===== config.mk =====
export PLATFORM = sky130hd
export DESIGN_NAME = gf2_vecmat_mul
export DESIGN_NICKNAME = d
export VERILOG_FILES = /design/src/rtl/gf2mm_pkg.sv /design/src/rtl/gf2mm_ctrl.sv /design/src/rtl/gf2mm_bitmem.sv /design/src/rtl/gf2mm_hrom.sv /design/src/rtl/gf2mm_accum.sv /design/src/rtl/gf2_vecmat_mul.sv
export SDC_FILE = /design/constraint.sdc
export NUM_CORES = 1
export LEC_CHECK = 0
export BUFFER_PORTS_ARGS = -buffer_cell sky130_fd_sc_hd__clkbuf_2
export CORE_AREA = 2 2 45 47
export DETAILED_ROUTE_END_ITERATION = 10
export DIE_AREA = 0 0 47 49
export GPL_ROUTABILITY_DRIVEN = 0
export PLACE_DENSITY = 0.77
export SLEW_MARGIN = 10
export SYNTH_ARGS = -nofsm -noshare
export SYNTH_HDL_FRONTEND = slang
export SYNTH_SLANG_ARGS = --single-unit
export TNS_END_PERCENT = 20

===== constraint.sdc =====
create_clock -name clk_i -period 1.9 [get_ports clk_i]
set_clock_uncertainty 0.05 [all_clocks]
set_input_delay 0.38 -clock clk_i [delete_from_list [all_inputs] [get_ports clk_i]]
set_output_delay 0.38 -clock clk_i [all_outputs]
set_load 0.02 [all_outputs]

===== src/rtl/gf2mm_pkg.sv =====
`timescale 1ns/1ps
package gf2mm_pkg;

    typedef enum logic [1:0] {
        ST_IDLE  = 2'd0,
        ST_LOAD  = 2'd1,
        ST_MAC   = 2'd2,
        ST_DRAIN = 2'd3
    } gf2mm_state_e;

    // counter width for an index range of n entries, never below one bit
    function automatic int unsigned cw(input int unsigned n);
        return (n < 2) ? 1 : $clog2(n);
    endfunction

endpackage


===== src/rtl/gf2mm_ctrl.sv =====
`timescale 1ns/1ps
module gf2mm_ctrl
    import gf2mm_pkg::*;
#(
    parameter int unsigned M = 4,
    parameter int unsigned N = 2
) (
    input  logic                  clk_i,
    input  logic                  rst_i,
    output gf2mm_state_e          state_o,
    output logic [cw(M)-1:0]      a_addr_o,
    output logic [cw(M*N)-1:0]    h_addr_o,
    output logic [cw(N)-1:0]      r_addr_o,
    output logic                  a_we_o,
    output logic                  h_en_o,
    output logic                  mac_en_o,
    output logic                  acc_clr_o,
    output logic                  r_we_o,
    output logic                  r_re_o
);
    localparam int unsigned AW = cw(M);
    localparam int unsigned HW = cw(M*N);
    localparam int unsigned RW = cw(N);

    typedef struct packed {
        gf2mm_state_e  st;
        logic [AW-1:0] ca;
        logic [HW-1:0] ch;
        logic [RW-1:0] cr;
    } ctrl_s;

    ctrl_s q, d;
    logic  a_last, h_last, r_last;

    always_comb begin
        d         = q;
        a_we_o    = 1'b0;
        h_en_o    = 1'b0;
        mac_en_o  = 1'b0;
        acc_clr_o = 1'b0;
        r_we_o    = 1'b0;
        r_re_o    = 1'b0;
        a_last    = (q.ca == AW'(M-1));
        h_last    = (q.ch == HW'(M*N-1));
        r_last    = (q.cr == RW'(N-1));
        unique case (q.st)
            ST_IDLE: begin
                d.ca      = '0;
                d.ch      = '0;
                d.cr      = '0;
                acc_clr_o = 1'b1;
                d.st      = ST_LOAD;
            end
            ST_LOAD: begin
                a_we_o = 1'b1;
                d.ca   = a_last ? '0 : q.ca + AW'(1);
                if (a_last) begin
                    // prefetch the first matrix entry so it is ready for the first product
                    h_en_o = 1'b1;
                    d.ch   = h_last ? '0 : q.ch + HW'(1);
                    d.st   = ST_MAC;
                end
            end
            ST_MAC: begin
                h_en_o   = 1'b1;
                mac_en_o = 1'b1;
                d.ch     = h_last ? '0 : q.ch + HW'(1);
                d.ca     = a_last ? '0 : q.ca + AW'(1);
                if (a_last) begin
                    // column finished: store sum including this term, restart accumulator
                    r_we_o    = 1'b1;
                    acc_clr_o = 1'b1;
                    d.cr      = r_last ? '0 : q.cr + RW'(1);
                    if (r_last) begin
                        d.st = ST_DRAIN;
                    end
                end
            end
            ST_DRAIN: begin
                r_re_o = 1'b1;
                d.cr   = r_last ? '0 : q.cr + RW'(1);
                if (r_last) begin
                    d.st = ST_IDLE;
                end
            end
            default: d.st = ST_IDLE;
        endcase
    end

    always_ff @(posedge clk_i) begin
        if (rst_i) begin
            q <= '{st: ST_IDLE, ca: '0, ch: '0, cr: '0};
        end else begin
            q <= d;
        end
    end

    assign state_o  = q.st;
    assign a_addr_o = q.ca;
    assign h_addr_o = q.ch;
    assign r_addr_o = q.cr;

endmodule


===== src/rtl/gf2mm_bitmem.sv =====
`timescale 1ns/1ps
module gf2mm_bitmem #(
    parameter int unsigned DEPTH   = 4,
    parameter int unsigned AW      = 2,
    parameter bit          REG_OUT = 1'b0
) (
    input  logic          clk_i,
    input  logic          rst_i,
    input  logic          we_i,
    input  logic [AW-1:0] waddr_i,
    input  logic          wdata_i,
    input  logic          re_i,
    input  logic [AW-1:0] raddr_i,
    output logic          rdata_o
);
    logic [DEPTH-1:0] mem_q, mem_d;

    always_comb begin
        mem_d = mem_q;
        if (we_i) begin
            mem_d[waddr_i] = wdata_i;
        end
    end

    always_ff @(posedge clk_i) begin
        if (rst_i) begin
            mem_q <= '0;
        end else begin
            mem_q <= mem_d;
        end
    end

    generate
        if (REG_OUT) begin : g_reg_read
            logic rd_q, rd_d;
            always_comb begin
                rd_d = rd_q;
                if (re_i) begin
                    rd_d = mem_q[raddr_i];
                end
            end
            always_ff @(posedge clk_i) begin
                if (rst_i) begin
                    rd_q <= 1'b0;
                end else begin
                    rd_q <= rd_d;
                end
            end
            assign rdata_o = rd_q;
        end else begin : g_comb_read
            assign rdata_o = re_i & mem_q[raddr_i];
        end
    endgenerate

endmodule


===== src/rtl/gf2mm_hrom.sv =====
`timescale 1ns/1ps
module gf2mm_hrom #(
    parameter int unsigned          DEPTH   = 8,
    parameter int unsigned          AW      = 3,
    parameter logic [DEPTH-1:0]     CONTENT = '0
) (
    input  logic          clk_i,
    input  logic          rst_i,
    input  logic          en_i,
    input  logic [AW-1:0] addr_i,
    output logic          bit_o
);
    logic bit_q, bit_d;

    always_comb begin
        bit_d = bit_q;
        if (en_i) begin
            bit_d = CONTENT[addr_i];
        end
    end

    always_ff @(posedge clk_i) begin
        if (rst_i) begin
            bit_q <= 1'b0;
        end else begin
            bit_q <= bit_d;
        end
    end

    assign bit_o = bit_q;

endmodule


===== src/rtl/gf2mm_accum.sv =====
`timescale 1ns/1ps
module gf2mm_accum (
    input  logic clk_i,
    input  logic rst_i,
    input  logic en_i,
    input  logic clr_i,
    input  logic a_bit_i,
    input  logic h_bit_i,
    output logic sum_o,
    output logic acc_o
);
    logic acc_q, acc_d;

    // running sum including the current product term
    assign sum_o = acc_q ^ (a_bit_i & h_bit_i);

    always_comb begin
        acc_d = acc_q;
        if (clr_i) begin
            acc_d = 1'b0;
        end else if (en_i) begin
            acc_d = sum_o;
        end
    end

    always_ff @(posedge clk_i) begin
        if (rst_i) begin
            acc_q <= 1'b0;
        end else begin
            acc_q <= acc_d;
        end
    end

    assign acc_o = acc_q;

endmodule


===== src/rtl/gf2_vecmat_mul.sv =====
`timescale 1ns/1ps
module gf2_vecmat_mul
    import gf2mm_pkg::*;
#(
    parameter int unsigned      M          = 4,
    parameter int unsigned      N          = 2,
    parameter logic [M*N-1:0]   H_COLMAJOR = 8'hAD
) (
    input  logic clk_i,
    input  logic rst_i,
    input  logic a_bit_i,
    output logic r_bit_o,
    output logic r_valid_o
);
    localparam int unsigned AW = cw(M);
    localparam int unsigned HW = cw(M*N);
    localparam int unsigned RW = cw(N);

    gf2mm_state_e  st;
    logic [AW-1:0] a_idx;
    logic [HW-1:0] h_idx;
    logic [RW-1:0] r_idx;
    logic          a_we, h_en, mac_en, acc_clr, r_we, r_re;
    logic          a_rd, h_rd, acc_sum, acc_q;
    logic          valid_q, valid_d;

    gf2mm_ctrl #(.M(M), .N(N)) u_ctrl (
        .clk_i     (clk_i),
        .rst_i     (rst_i),
        .state_o   (st),
        .a_addr_o  (a_idx),
        .h_addr_o  (h_idx),
        .r_addr_o  (r_idx),
        .a_we_o    (a_we),
        .h_en_o    (h_en),
        .mac_en_o  (mac_en),
        .acc_clr_o (acc_clr),
        .r_we_o    (r_we),
        .r_re_o    (r_re)
    );

    gf2mm_bitmem #(.DEPTH(M), .AW(AW), .REG_OUT(1'b0)) u_vec_ram (
        .clk_i   (clk_i),
        .rst_i   (rst_i),
        .we_i    (a_we),
        .waddr_i (a_idx),
        .wdata_i (a_bit_i),
        .re_i    (mac_en),
        .raddr_i (a_idx),
        .rdata_o (a_rd)
    );

    gf2mm_hrom #(.DEPTH(M*N), .AW(HW), .CONTENT(H_COLMAJOR)) u_mat_rom (
        .clk_i  (clk_i),
        .rst_i  (rst_i),
        .en_i   (h_en),
        .addr_i (h_idx),
        .bit_o  (h_rd)
    );

    gf2mm_accum u_accum (
        .clk_i   (clk_i),
        .rst_i   (rst_i),
        .en_i    (mac_en),
        .clr_i   (acc_clr),
        .a_bit_i (a_rd),
        .h_bit_i (h_rd),
        .sum_o   (acc_sum),
        .acc_o   (acc_q)
    );

    gf2mm_bitmem #(.DEPTH(N), .AW(RW), .REG_OUT(1'b1)) u_res_ram (
        .clk_i   (clk_i),
        .rst_i   (rst_i),
        .we_i    (r_we),
        .waddr_i (r_idx),
        .wdata_i (acc_sum),
        .re_i    (r_re),
        .raddr_i (r_idx),
        .rdata_o (r_bit_o)
    );

    // read data lags its address by one cycle, so the flag does too
    always_comb begin
        valid_d = (st == ST_DRAIN);
    end

    always_ff @(posedge clk_i) begin
        if (rst_i) begin
            valid_q <= 1'b0;
        end else begin
            valid_q <= valid_d;
        end
    end

    assign r_valid_o = valid_q;

endmodule


==> metrics.cfg <==
[clocking]
cts_sinks=18
tritoncts=done
htree_levels=1
cts_root_buf=clkbuf_4
cts_setup_buffers=0
clkLatencyLatePin_ps=300
cts_made_buffers=3
cts_hold_buf=0
cts_resized=0
clock_path_buffers=2
cts.clk_slew.worst_paths_ps=110

[logic_synthesis]
synth_largest_area_cell=dfxtp_1
yosysSeqAreaShare_pct=35.3
yosysWarnings=0
yosysTopAreaCellShare_pct=35.3
ys_types=23
synth_area_um2=1020
avgSynthCellArea_um2=8.58
netlist_instances=119
ys_ff_latch=18
synth_area_leaders=dfxtp_1 (35%), ha_1 (17%), mux2i_1 (8.8%)
synth_nets=136

[power_and_ir_drop]
internal_power_mw=0.807
switching_power_mw=0.499
seq_power_share_pct=39.4
p_leak_nw=0.422
ir_drop_v=0.000657
combPwrFrac_pct=42.1
power.density_nw_per_um2=1190
swShare_pct=38.2
p_clk_share_pct=18.4

[floorplan]
die_h_um=49
ios=5
start_util_pct=55.4
coreArea_um2=1840
rows=16
die-area_um2=2300
dieWidth_um=47

[drt]
wl_per_cell_um=11.8
drtIter0Drc=10
drt-pass1-iter-count=4
drtAntennaViolNets=0
drt-total-wl_um=1770
via_count=786
post_drt_via_cell_ratio=5.24
drc=0

[setup_path]
r2r-start=u_ctrl.state_o[0]
critPathMaxFanout=6
worstSetupPathType=register to register
cp.required_ps=2070
endpoint_kind=register
start_kind=register
worstSetupStartpoint=u_ctrl.state_o[0]
cp.arrival_ps=1910

[worst_hold_path]
worstHoldStart=a_bit_i
hold_path_class=input port to register

[sta]
min_period_ps=1740
final-hold-violation-count=0
rsz0062_at_grt=false
final.setup.worst_slack_ps=157
finalCritPeriodShare_pct=91.7
timing.hold.ws_ps=296
fmax_ghz=0.574
worst_pin_slew_ps=406
setup_viol=0
slew_headroom_pct=73.0
tns_ps=0
slew_viol_final=0

[placement]
hpwl_um=1300
io_buffers=4
post-place-ws_ps=184

[global_routing]
overflow=0
grt_max_degree=22
first_global_vias=739
track_usage_pct=17.9
grt_first_pass_wirelength_um=3030
antenna_found_initial=0

[job]
cap_violations=0

[cells_and_area]
drive_above_1_share_pct=7.32
final_cell_mix=dfxtp_1 (18), ha_1 (14), nand2_1 (12), nor2_1 (12)
layout.nets=141
final_common_cell=dfxtp_1
syn_to_final_growth_pct=7.72
diodes=0

[status]
outcome=complete, no violations

-- area by class of cell --
| type | count | area (um2) |
|---|---|---|
| clock buffers | 4 | 36.3 |
| multi-input cells | 90 | 619 |
| flip-flops and latches | 18 | 360 |
| well taps | 27 | 33.8 |
| repair buffers | 5 | 27.5 |
| fillers | 181 | 742 |
| inverters | 6 | 22.5 |
-- worst max-delay path, stage by stage (launching register included) --
cell and delay [ps]:
dfxtp_1 390, inv_1 110, ha_1 230, nand3b_1 80, o22ai_1 150, or3b_1 390
a311oi_1 250
-- worst paths after layout --
check / cells after the start / slack [ps] / to
worst max register to register: 6 / 160 / u_accum.acc_o
worst min register to register: 2 / 410 / u_vec_ram.mem_q[3]
worst min-delay path: 3 / 300 / u_vec_ram.mem_q[2]
worst max-delay path: 6 / 160 / u_accum.acc_o
-- synthesized netlist by cell type --
cell type and count:
a211oi_1 2, a21oi_1 9, a311oi_1 1, and2_1 1
clkbuf_1 5, dfxtp_1 18, ha_1 14, inv_1 6
mux2i_1 9, nand2_1 12, nand2b_1 2, nand3_1 7
nand3b_1 4, nor2_1 12, nor2b_1 4, nor3_1 3
nor3b_1 1, nor4b_1 1, o21ai_0 2, o22ai_1 2
o311ai_0 2, or3_1 1, or3b_1 1
-- sequential cells by signal, indices dropped and copies added (netlist names) --
register and cells:
u_ctrl.r_addr_o 1, r_valid_o 1, u_ctrl.a_addr_o 2, u_res_ram.rdata_o 1
u_res_ram.mem_q 2, u_vec_ram.mem_q 4, u_ctrl.state_o 2, u_accum.acc_o 1
u_mat_rom.bit_o 1, u_ctrl.h_addr_o 3
-- through the flow --
stage	cells	total power, mW	util (%)	instance area, um2
after CTS	150	1.32	59.7	1100
after detailed placement	146	1.08	57.7	1060
after floorplan	119	0.956	-	1020
after global placement	146	1.06	57.7	1060
after global routing	150	1.42	59.7	1100
final	150	1.31	59.7	1100
-- logic make-up (layout without fill, tap and decap cells) --
logic type,after synthesis,count (layout),share of synthesized area (%)
compound gates,18,18,10.7
simple gates,49,49,24.0
flops,18,18,35.3
fa+ha+maj,14,14,17.2
mux,9,9,8.82
buf+inv,11,15,4.04
-- routing by layer --
layer  track usage (%)  share of wire [%]  wire length (um)  up-vias
li1                  -                  -                 -      418
met1              24.9                 50               881      353
met2              26.5                 46               805       11
met3              3.33                2.6                46        4
met4              7.41                1.8                31        0
met5                 0                  0                 0        -
-- power groups by stage --
stage	sequential, mW	clock, mW	combinational, mW
4_1_cts	0.516	0.247	0.559
5_1_grt	0.528	0.264	0.624
2_1_floorplan	0.513	0	0.443
3_3_place_gp	0.521	0	0.536
3_5_place_dp	0.524	0	0.561
6_report	0.515	0.241	0.550
Power figures use the tool's default switching activity.
